<file path="src/rtl/csr_pkg.sv">
// Package: shared widths, code checks and reset decode for the clock source
// request register. Assumes the byte layout {unused, source[2:0], divide[3:0]}.
package csr_pkg;

    localparam int SRC_W = 3;
    localparam int DIV_W = 4;
    localparam int REG_W = SRC_W + DIV_W + 1;

    localparam logic [SRC_W-1:0] SRC_EXT     = 3'b111;
    localparam logic [SRC_W-1:0] SRC_FAST    = 3'b110;
    localparam logic [SRC_W-1:0] SRC_SLOW    = 3'b101;
    localparam logic [SRC_W-1:0] SRC_SEC     = 3'b100;
    localparam logic [SRC_W-1:0] SRC_EXT_PLL = 3'b010;

    typedef struct packed {
        logic [SRC_W-1:0] src;
        logic [DIV_W-1:0] div;
    } csr_fields_t;

    // True when the code names a real source.
    function automatic logic src_code_ok(input logic [SRC_W-1:0] code);
        return (code == SRC_EXT) || (code == SRC_FAST) || (code == SRC_SLOW) ||
               (code == SRC_SEC) || (code == SRC_EXT_PLL);
    endfunction

    // True when the divide code lies in the supported range.
    function automatic logic div_code_ok(input logic [DIV_W-1:0] code, input int max_code);
        return int'(code) <= max_code;
    endfunction

endpackage

</file>
<file path="src/rtl/csr_reset_map.sv">
// Module: csr_reset_map
// Decodes the reset-source configuration into the field values loaded at
// reset. Purely combinational; reserved configurations fall back to the
// external-oscillator setting so reset never yields a reserved code.
module csr_reset_map
    import csr_pkg::*;
(
    input  logic [SRC_W-1:0] cfg_i,
    output csr_fields_t      rst_val_o
);

    // Map each configuration to its reset contents.
    always_comb begin
        unique case (cfg_i)
            3'b110:  rst_val_o = '{src: SRC_FAST,    div: 4'b0010};
            3'b101:  rst_val_o = '{src: SRC_SLOW,    div: 4'b0000};
            3'b100:  rst_val_o = '{src: SRC_SEC,     div: 4'b0000};
            3'b010:  rst_val_o = '{src: SRC_EXT_PLL, div: 4'b0000};
            3'b000:  rst_val_o = '{src: SRC_FAST,    div: 4'b0000};
            default: rst_val_o = '{src: SRC_EXT,     div: 4'b0000};
        endcase
    end

endmodule

</file>
<file path="src/rtl/csr_write_filter.sv">
// Module: csr_write_filter
// Splits a bus write into per-field load enables. Each field is accepted
// only when the lock is open and its own code is valid. Assumes one-cycle
// write strobes; bit 7 of the data carries no meaning.
module csr_write_filter
    import csr_pkg::*;
#(
    parameter int DIV_MAX_CODE = 9
) (
    input  logic             wr_en_i,
    input  logic             sw_en_i,
    input  logic [REG_W-2:0] wr_field_i,
    output logic             src_we_o,
    output logic [SRC_W-1:0] src_wd_o,
    output logic             div_we_o,
    output logic [DIV_W-1:0] div_wd_o
);

    logic write_open;

    // A write counts only while the configuration lock allows changes.
    assign write_open = wr_en_i && sw_en_i;

    // Extract the fields and judge each one on its own.
    always_comb begin
        src_wd_o = wr_field_i[DIV_W +: SRC_W];
        div_wd_o = wr_field_i[0 +: DIV_W];
        src_we_o = write_open && src_code_ok(src_wd_o);
        div_we_o = write_open && div_code_ok(div_wd_o, DIV_MAX_CODE);
    end

endmodule

</file>
<file path="src/rtl/csr_field_reg.sv">
// Module: csr_field_reg
// One register field with a synchronous active-low reset to a value
// supplied at run time and a qualified load. Assumes the reset value is
// stable while reset is held.
module csr_field_reg #(
    parameter int W = 4
) (
    input  logic         clk_i,
    input  logic         rst_ni,
    input  logic [W-1:0] rst_val_i,
    input  logic         we_i,
    input  logic [W-1:0] wd_i,
    output logic [W-1:0] q_o
);

    // Hold the field; reset loads the decoded value, a qualified write the data.
    always_ff @(posedge clk_i) begin
        if (!rst_ni) begin
            q_o <= rst_val_i;
        end else if (we_i) begin
            q_o <= wd_i;
        end
    end

endmodule

</file>
<file path="src/rtl/csr_postscaler.sv">
// Module: csr_postscaler
// Free-running power-of-two divider. It emits a one-cycle enable every
// 2^N clocks and takes up a new N only when a period completes. Assumes
// the requested code never exceeds DIV_MAX_CODE.
module csr_postscaler
    import csr_pkg::*;
#(
    parameter int DIV_MAX_CODE = 9
) (
    input  logic             clk_i,
    input  logic             rst_ni,
    input  logic [DIV_W-1:0] rst_div_i,
    input  logic [DIV_W-1:0] div_req_i,
    output logic             tick_o
);

    localparam int CNT_W = (DIV_MAX_CODE > 0) ? DIV_MAX_CODE : 1;

    logic [DIV_W-1:0] act_q;
    logic [CNT_W-1:0] cnt_q;
    logic [CNT_W:0]   span;
    logic [CNT_W:0]   span_m1;
    logic             period_end;

    // Work out the last count value of the active period.
    always_comb begin
        span       = {{CNT_W{1'b0}}, 1'b1} << act_q;
        span_m1    = span - {{CNT_W{1'b0}}, 1'b1};
        period_end = ({1'b0, cnt_q} == span_m1);
    end

    // Advance the count; wrap at the period end and reload the active ratio.
    always_ff @(posedge clk_i) begin
        if (!rst_ni) begin
            cnt_q <= '0;
            act_q <= rst_div_i;
        end else if (period_end) begin
            cnt_q <= '0;
            act_q <= div_req_i;
        end else begin
            cnt_q <= cnt_q + {{(CNT_W-1){1'b0}}, 1'b1};
        end
    end

    assign tick_o = period_end;

endmodule

</file>
<file path="src/rtl/clk_src_req_reg.sv">
// Module: clk_src_req_reg (top)
// Clock source request register with its postscaler. Reset contents come
// from the reset-source configuration; writes are filtered per field and
// blocked by the lock; the divide field drives the power-of-two divider.
// Assumes all inputs are synchronous to clk_i.
module clk_src_req_reg
    import csr_pkg::*;
#(
    parameter int DIV_MAX_CODE = 9
) (
    input  logic             clk_i,
    input  logic             rst_ni,
    input  logic [SRC_W-1:0] cfg_rst_src_i,
    input  logic             cfg_sw_en_i,
    input  logic             wr_en_i,
    input  logic [REG_W-1:0] wr_data_i,
    output logic [REG_W-1:0] rd_data_o,
    output logic [SRC_W-1:0] src_req_o,
    output logic [DIV_W-1:0] div_req_o,
    output logic             div_tick_o
);

    csr_fields_t      rst_val;
    logic             src_we;
    logic [SRC_W-1:0] src_wd;
    logic             div_we;
    logic [DIV_W-1:0] div_wd;
    logic             unused_wr_top;

    // Bit 7 of the write byte carries nothing.
    assign unused_wr_top = wr_data_i[REG_W-1];

    csr_reset_map u_rst_map (
        .cfg_i     (cfg_rst_src_i),
        .rst_val_o (rst_val)
    );

    csr_write_filter #(
        .DIV_MAX_CODE (DIV_MAX_CODE)
    ) u_wr_filt (
        .wr_en_i    (wr_en_i),
        .sw_en_i    (cfg_sw_en_i),
        .wr_field_i (wr_data_i[REG_W-2:0]),
        .src_we_o   (src_we),
        .src_wd_o   (src_wd),
        .div_we_o   (div_we),
        .div_wd_o   (div_wd)
    );

    csr_field_reg #(
        .W (SRC_W)
    ) u_src_fld (
        .clk_i     (clk_i),
        .rst_ni    (rst_ni),
        .rst_val_i (rst_val.src),
        .we_i      (src_we),
        .wd_i      (src_wd),
        .q_o       (src_req_o)
    );

    csr_field_reg #(
        .W (DIV_W)
    ) u_div_fld (
        .clk_i     (clk_i),
        .rst_ni    (rst_ni),
        .rst_val_i (rst_val.div),
        .we_i      (div_we),
        .wd_i      (div_wd),
        .q_o       (div_req_o)
    );

    csr_postscaler #(
        .DIV_MAX_CODE (DIV_MAX_CODE)
    ) u_post (
        .clk_i     (clk_i),
        .rst_ni    (rst_ni),
        .rst_div_i (rst_val.div),
        .div_req_i (div_req_o),
        .tick_o    (div_tick_o)
    );

    // Present the fields on the read port with the top bit cleared.
    assign rd_data_o = {1'b0, src_req_o, div_req_o};

endmodule

</file>
<file path="config.mk">
export PLATFORM = sky130hd
export DESIGN_NAME = clk_src_req_reg
export DESIGN_NICKNAME = d
export VERILOG_FILES = /design/src/rtl/csr_pkg.sv /design/src/rtl/csr_reset_map.sv /design/src/rtl/csr_write_filter.sv /design/src/rtl/csr_field_reg.sv /design/src/rtl/csr_postscaler.sv /design/src/rtl/clk_src_req_reg.sv
export SDC_FILE = /design/constraint.sdc
export NUM_CORES = 1
export LEC_CHECK = 0
export ABC_AREA = 1
export BUFFER_PORTS_ARGS = -buffer_cell sky130_fd_sc_hd__buf_2
export CAP_MARGIN = 20
export CORE_MARGIN = 2
export CORE_UTILIZATION = 55
export DETAILED_ROUTE_END_ITERATION = 10
export GPL_ROUTABILITY_DRIVEN = 0
export PLACE_DENSITY = 0.86
export SYNTH_ARGS = -nofsm -noshare
export SYNTH_HDL_FRONTEND = slang
export SYNTH_SLANG_ARGS = --single-unit
</file>
<file path="constraint.sdc">
create_clock -name clk_i -period 4.2 [get_ports clk_i]
set_clock_uncertainty 0.05 [all_clocks]
set_input_delay 0.42 -clock clk_i [delete_from_list [all_inputs] [get_ports clk_i]]
set_output_delay 0.42 -clock clk_i [all_outputs]
set_load 0.05 [all_outputs]
</file>
Yosys cells after proc, flatten, opt, wreduce, memory -nomap -nowiden:

Cells that the tools add are included.

* bits in registers: 20
* bits of input ports: 15
* output and inout port bits: 16
* word-level logic and storage cells: 38

* add/sub/neg operators: 2
* $lt $le $gt $ge: 1
* eq/ne operators: 13
* shifts and indexed selects: 1
* multiplexer cells: 7
* bitwise operators: 1
* reduce and logical (&&, ||, !) cells: 9

Operators with widths (count)
* 7-bit case mux with 5 select lines: 1
* 3-bit == test (second input constant): 7
* 4-bit 2-to-1 mux: 4
* 9-bit by 10-bit == test with 1-bit output: 1
* 1-bit by 4-bit left shift with 10-bit output (first input constant): 1
* 10-bit by 1-bit subtractor with 10-bit output (second input constant): 1
* 9-bit by 1-bit adder with 9-bit output (second input constant): 1
* 3-bit by 2-bit == test with 1-bit output (second input constant): 2
* 3-bit 2-to-1 mux: 2
* 2-bit by 1-bit != test with 1-bit output (second input constant): 3
* 4-bit <= comparator (second input constant): 1
* 1-bit logical OR: 4
* 1-bit logical AND: 3
* 3-bit logical NOT: 1
* 2-bit OR reduction: 1
* 1-bit NOT: 1

Logic depth before layout (Yosys ltp):

Gate-level depths: netlist (run 1).

* depth after elaboration: 8
* gate-level depth with buffers: 18
* depth with buffers taken out: 17

Cells and area by module:

Synthesis (run 1) repeated with hierarchy kept, for this count alone.

* cells, all modules: 204
* area, all modules: 1473.9 µm²

By module, submodules not included
* csr_postscaler: times used 1, cells each 134, area each 954.7 µm², seq. area each 300.3 µm²
* csr_field_reg (u_div_fld): times used 1, cells each 19, area each 176.4 µm², seq. area each 120.1 µm²
* csr_field_reg (u_src_fld): times used 1, cells each 15, area each 135.1 µm², seq. area each 90.1 µm²
* csr_write_filter: times used 1, cells each 16, area each 87.6 µm², seq. area each 0.0 µm²
* clk_src_req_reg: times used 1, cells each 9, area each 63.8 µm², seq. area each 0.0 µm²
* csr_reset_map: times used 1, cells each 11, area each 56.3 µm², seq. area each 0.0 µm²

Least setup slack after synthesis (run 1):

Ideal clock, no wire load.

* path type: register to output
* start point: reg u_post.act_q[3]
* end point: out div_tick_o
* arrival time: 2.020 ns
* required time: 3.730 ns
* setup slack: 1.710 ns
* cell stages (with the launch flop): 16
* buffers on the path: 1
* path through: edfxtp_1 -> buf_4 -> inv_1 -> nand2_1 -> nor2_1 -> inv_1 -> ha_1 -> nand2_1 -> nand2_1 -> nor2_1 -> nand3_1 -> nor2_1 -> nand2_1 -> nor2_1 -> nand2_2 -> inv_1

* longest elaborated chain between the ends: 3

Ends and longest elaborated chain
* start: declaration: line csr_postscaler.sv:19 `logic [DIV_W-1:0] act_q;`
* start signal: assignment: line csr_postscaler.sv:36 `act_q <= rst_div_i;`
* start signal: assignment: line csr_postscaler.sv:39 `act_q <= div_req_i;`
* 1-bit by 4-bit left shift with 10-bit output: line csr_postscaler.sv:27 `span = {{CNT_W{1'b0}}, 1'b1} << act_q;`
* 10-bit by 1-bit subtractor with 10-bit output: line csr_postscaler.sv:28 `span_m1 = span - {{CNT_W{1'b0}}, 1'b1};`
* 9-bit by 10-bit == test with 1-bit output: line csr_postscaler.sv:29 `period_end = ({1'b0, cnt_q} == span_m1);`
* end: declaration: line clk_src_req_reg.sv:20 `output logic div_tick_o`

Every way passes these cells.

Worst setup path in the final report (run 1):

Same ends and word-level chain as after synthesis.

==> flow_summary.json, run 1 <==
{
  "status": "completed",
  "crit_start": "u_post.act_q[3]",
  "crit_required_ps": 3730,
  "finalSetupViolations": 0,
  "fill_cells": 203,
  "tns_ps": 0,
  "max_freq_ghz": 0.3188,
  "die_h_um": 51.53,
  "antenna_found_initial": 0,
  "leakage_uw": 0.0006816,
  "die-area_um2": 2655,
  "reg2regPathDepth": 16,
  "ys_seq_area_share_pct": 41.09,
  "vias": 1125,
  "async_reset_ff_share_pct": 0,
  "slew_viol_final": 0,
  "grt_first_pass_wirelength_um": 4181,
  "synth-main-ff-cell": "edfxtp_1",
  "drive_gt1_share_pct": 18.56,
  "nets": 212,
  "power_density_nw_per_um2": 349.0,
  "final_util_pct": 62.86,
  "wl_per_cell_um": 11.78,
  "syn_area_um2": 1242,
  "synth-seq-cells": 20,
  "overflow": 0,
  "clock_path_buffers": 2,
  "io_buffers": 28,
  "hold_depth": 3,
  "worstSetupEndpointType": "primary output",
  "hold_violations": 0,
  "ctsHoldBuffers": 0,
  "cts_buffers": 3,
  "first_pass_iters": 4,
  "track_usage_pct": 21.73,
  "htreeDepth": 1,
  "synthCells": 173,
  "post_cts_resized": 0,
  "path_max_fanout": 8,
  "cp_cell_sequence": "inv_1 -> nand2_1 -> nor2_1 -> inv_1 -> ha_1 -> inv_1 -> nand2_1 -> nand2_1 -> inv_1 -> nand2_1 -> nand3_1 -> nor2_1 -> nand2_1 -> nor2_1 -> nand2_2 -> inv_1 -> buf_2",
  "regArea_um2": 510.5,
  "r2r_slack_ps": 1640,
  "min_period_ps": 3137,
  "period_share_pct": 74.68,
  "crit_path_end": "div_tick_o",
  "met2_usage_pct": 40.38,
  "synth_enable_flop_cells": 11,
  "syn-mean-instance-area_um2": 7.182,
  "gr-usage-met1_pct": 23.41,
  "die_x_um": 51.53,
  "diodes": 0,
  "clkSinkCount": 20,
  "synth.distinct_cells": 24,
  "synth_fp_nets": 190,
  "ant_nets": 0,
  "grt_max_degree": 14,
  "setup_ws_ps": 1064,
  "cp_slowest_cell": "edfxtp_1",
  "met3_usage_pct": 4.598,
  "yosys_warnings": 0,
  "clkTransAtPathRegs_ps": 120,
  "drcViolationCount": 0,
  "worstPathArrival_ps": 2670,
  "rows": 17,
  "reg2reg_to": "u_post.act_q[3]",
  "grt_most_used_layer": "met2",
  "worstHoldPathType": "in2reg",
  "dp.cells": 218,
  "dpl.hpwl_um": 2058,
  "initial_utilization_pct": 57.27,
  "cts_root_buffer": "clkbuf_4",
  "multiInputGateArea_um2": 558.0,
  "worstSkewPairLatency_ps": 320,
  "worstReg2RegStart": "u_post.act_q[3]",
  "pre_cts_ws_ps": 1443,
  "tritoncts": "done",
  "maxCapViolations": 0,
  "instances_no_fill": 222,
  "drtIter0Drc": 54,
  "rsz0062_at_grt": "false",
  "syn_to_final_growth_pct": 9.769,
  "cts_setup_buffers": 0,
  "num_io_pins": 31,
  "cp-start-kind": "register",
  "criticalPathCategory": "reg2out",
  "hold_slack_ps": 319.1,
  "core_um2": 2170,
  "grt_pass1_vias": 994,
  "ir_worst_vdd_mv": 0.2231,
  "via_per_inst": 5.068,
  "wirelength_um": 2616,
  "crit_path_max_incr_delay_ps": 560
}
[how the worst min path moves through the flow]
| stage | start | end | slack (ps) |
|---|---|---|---|
| floorplan | u_post.cnt_q[0] | u_post.cnt_q[0] | 390 |
| global placement | u_post.cnt_q[0] | u_post.cnt_q[0] | 420 |
| detailed placement | u_post.cnt_q[0] | u_post.cnt_q[0] | 430 |
| CTS | wr_data_i[0] | u_div_fld.q_o[0] | 320 |
| global route | wr_data_i[2] | u_div_fld.q_o[2] | 320 |
| finish | wr_data_i[2] | u_div_fld.q_o[2] | 320 |
[report_power, final]
group          internal (uW)  switching [uW]
Sequential               222            14.0
Clock                   37.1            60.3
Combinational           36.2             106
[sequential cells by signal (all words and copies together), names as in the netlist]
| name | cells |
|---|---|
| u_post.cnt_q | 9 |
| u_div_fld.q_o | 4 |
| u_post.act_q | 4 |
| u_src_fld.q_o | 3 |
[cells in the final DEF, fill, tap and decap left out, drive strengths merged]
cell type  synthesis  routed
a21o               1       1
nor3               2       2
ha                 2       2
o21ai              3       3
xor2               5       5
nand2             48      48
edfxtp            11      11
clkbuf             0       4
nand3b             1       1
a31oi              1       1
conb               1       1
inv               25      25
nor2              29      29
a21oi              8       8
nand4              1       1
buf               11      28
nand3             14      14
dfxtp              9       9
xnor2              1       1
[metal layers]
metal	wire, um	share of wire [%]
met1	1053	40
met2	1389	53
met3	131	5.0
met4	41	1.6
met5	0	0
[cells by family after synthesis]
family                   Yosys count  synth area share, %
XOR/XNOR                           6                4.230
buffers and inverters             36                14.00
other                              1               0.3018
AND/OR/NAND/NOR                   95                32.83
flip-flops                        20                41.09
adder cells (fa/ha/maj)            2                2.014
AO/OA/AOI/OAI                     13                5.539
[stage by stage]
stage	instance area [um2]	power (uW)
final	1364	475.9
after floorplan	1242	361.4
after global placement	1338	376.7
after detailed placement	1338	382.1
after global routing	1364	500.5
after CTS	1364	475.4
[cells in the mapped netlist, types with 2 or more instances]
library cell,count,area (um2)
inv_1,24,90.09
xor2_1,5,43.79
nand2_1,46,172.7
nor2_4,2,22.52
o21ai_0,2,10.01
dfxtp_1,9,180.2
a21oi_1,8,40.04
nor2_1,27,101.4
edfxtp_1,11,330.3
nand3_1,14,70.07
buf_4,10,75.07
ha_1,2,25.02
nor3_1,2,10.01
[critical path: cells and delay by family (launching register included)]
family,cells,cell delay (ps)
adder cells (fa/ha/maj),1,250
buffers and inverters,6,690
flip-flops,1,560
AND/OR/NAND/NOR,10,870
[area by class of cell]
type | instances | share of cell area, %
clock buffer | 4 | 1.927
tap | 28 | 2.569
sequential | 20 | 37.43
multi-input combinational | 117 | 40.92
timing repair buffer | 28 | 10.28
inverter | 25 | 6.881
No activity file was read; power rests on OpenSTA's default activity.
==> run 2, diff against run 1 <==
CORE_UTILIZATION = 47   (was 55)
PLACE_DENSITY = 0.79   (was 0.86)
clock period = 2.6 ns   (was 4.2 ns; I/O delays follow)
==> run 2 against run 1 <==
Final area is 16% higher. Die area grew 16%. Highest routed layer unchanged. Final cell count increased by 9.5%. Critical path type unchanged. Sequential share of layout area down 5.1 points. Via count is 5.5% higher. First-iteration DRC count down 15%. Sequential cell count did not move. Largest power group unchanged. Clock power up 47%.
==> flow_summary.json, run 2 (synthesized netlist as in run 1, its figures left out) <==
{
  "tns_ps": 0,
  "slew_viol_final": 0,
  "via_per_inst": 4.885,
  "setup_ws_ps": 48.99,
  "worstSkewPairLatency_ps": 290,
  "clock_path_buffers": 2,
  "netSwitchingPower_uw": 290.2,
  "combPwrFrac_pct": 34.8,
  "first_pass_iters": 4,
  "final_util_pct": 63.21,
  "fill_cells": 208,
  "die_h_um": 55.42,
  "cts_root_buffer": "clkbuf_4",
  "worstHoldPathType": "in2reg",
  "instances_no_fill": 243,
  "max_freq_ghz": 0.3920,
  "clockPowerShare_pct": 17.9,
  "syn_to_final_growth_pct": 27.19,
  "antenna_found_initial": 0,
  "worstPathArrival_ps": 2240,
  "path_max_fanout": 5,
  "cp-start-kind": "register",
  "tritoncts": "done",
  "ant_nets": 0,
  "dpl.hpwl_um": 1822,
  "diodes": 0,
  "wirelength_um": 2589,
  "cts_buffers": 3,
  "overflow": 0,
  "die_x_um": 55.42,
  "num_io_pins": 31,
  "pre_cts_ws_ps": 122.3,
  "final_cell_mix": "nand2_1 (43), buf_2 (27), nor2_1 (23), inv_1 (20), buf_4 (16)",
  "largest_reg_flops": 9,
  "power_frac_seq_pct": 47.3,
  "period_share_pct": 98.12,
  "rsz0062_at_grt": "true",
  "dp.cells": 226,
  "vias": 1187,
  "io_buffers": 28,
  "worstSetupEndpointType": "primary output",
  "htreeDepth": 1,
  "hold_violations": 0,
  "clkSinkCount": 20,
  "track_usage_pct": 16.58,
  "die-area_um2": 3071,
  "grt_first_pass_wirelength_um": 4209,
  "finalSetupViolations": 0,
  "wl_per_cell_um": 10.65,
  "ir_worst_vdd_mv": 0.4373,
  "intPower_uw": 508.9,
  "layout_commonest_cell": "nand2_1",
  "maxCapViolations": 0,
  "grt_pass1_vias": 1084,
  "rows": 18,
  "grt_max_degree": 14,
  "reg.largest.list": "u_post.cnt_q (9), u_div_fld.q_o (4), u_post.act_q (4)",
  "min_period_ps": 2551,
  "criticalPathCategory": "reg2out",
  "drive_gt1_share_pct": 32.39,
  "crit_required_ps": 2290,
  "core_um2": 2500,
  "status": "completed",
  "switching_share_pct": 36.31,
  "drcViolationCount": 0,
  "largest_register": "u_post.cnt_q",
  "nets": 231,
  "clkTransAtPathRegs_ps": 110,
  "leakage_uw": 0.0007844,
  "initial_utilization_pct": 49.70,
  "drtIter0Drc": 46,
  "power_density_nw_per_um2": 505.7
}
==> run 2: metal layers <==
metal	global-route usage, %	wire length, um	part of all wire [%]
met3	2.576	134	5.2
met4	6.620	56	2.2
met1	19.26	1046	40
met5	0	0	0
met2	30.10	1351	52
==> run 2: power by group through the flow <==
stage / clock, uW / sequential, uW / combinational [uW]
final: 143 / 378 / 278
after global routing: 164 / 382 / 301
after CTS: 151 / 377 / 252
after detailed placement: 0 / 384 / 240
after global placement: 0 / 383 / 238
after floorplan: 0 / 428 / 156
==> run 2: area by class of cell <==
type | instances | area (um2) | area share (%)
clock buffer | 4 | 26.28 | 1.663
inverter | 25 | 93.84 | 5.938
multi-input combinational | 117 | 608.1 | 38.48
sequential | 20 | 510.5 | 32.30
tap | 30 | 37.54 | 2.375
timing repair buffer | 47 | 304.0 | 19.24
==> run 2: critical path: stages, from the launching register on <==
cell      delay (ps)
edfxtp_1         500
nor2_4           210
nand3_2          120
ha_4             250
nand2_2           60
nand2_1           40
nor2_1           100
nand3_1          100
nor2_2           130
nand2_1           70
nor2_2           120
nand2_2           70
inv_2             60
buf_8            130
==> run 2: through the flow <==
step	hold WS (ps)	instance area, um2	total power [uW]
after global routing	176.5	1580	846.8
after global placement	419.1	1385	620.9
final	181.8	1580	799.1
after detailed placement	427.9	1385	624.7
after floorplan	382.6	1242	583.8
after CTS	167.2	1483	779.0
==> run 2: repair_timing <==
| item | 4_1_cts | 5_1_grt |
|---|---|---|
| hold buffers | 0 | 0 |
| endpoints found under the setup margin | 1 | 5 |
| buffers inserted | 8 | 6 |
| gates resized for setup | 4 | 19 |
| pin swaps | 2 | 14 |
==> run 2: worst paths after layout <==
| check | start | to | slack [ps] | cells after the start |
|---|---|---|---|---|
| worst max-delay path | u_post.act_q[2] | div_tick_o | 50 | 13 |
| worst min-delay path | wr_data_i[0] | u_div_fld.q_o[0] | 180 | 3 |
| worst max register to register | u_post.act_q[2] | u_post.act_q[3] | 100 | 14 |
| worst min register to register | u_post.cnt_q[0] | u_post.cnt_q[0] | 470 | 1 |
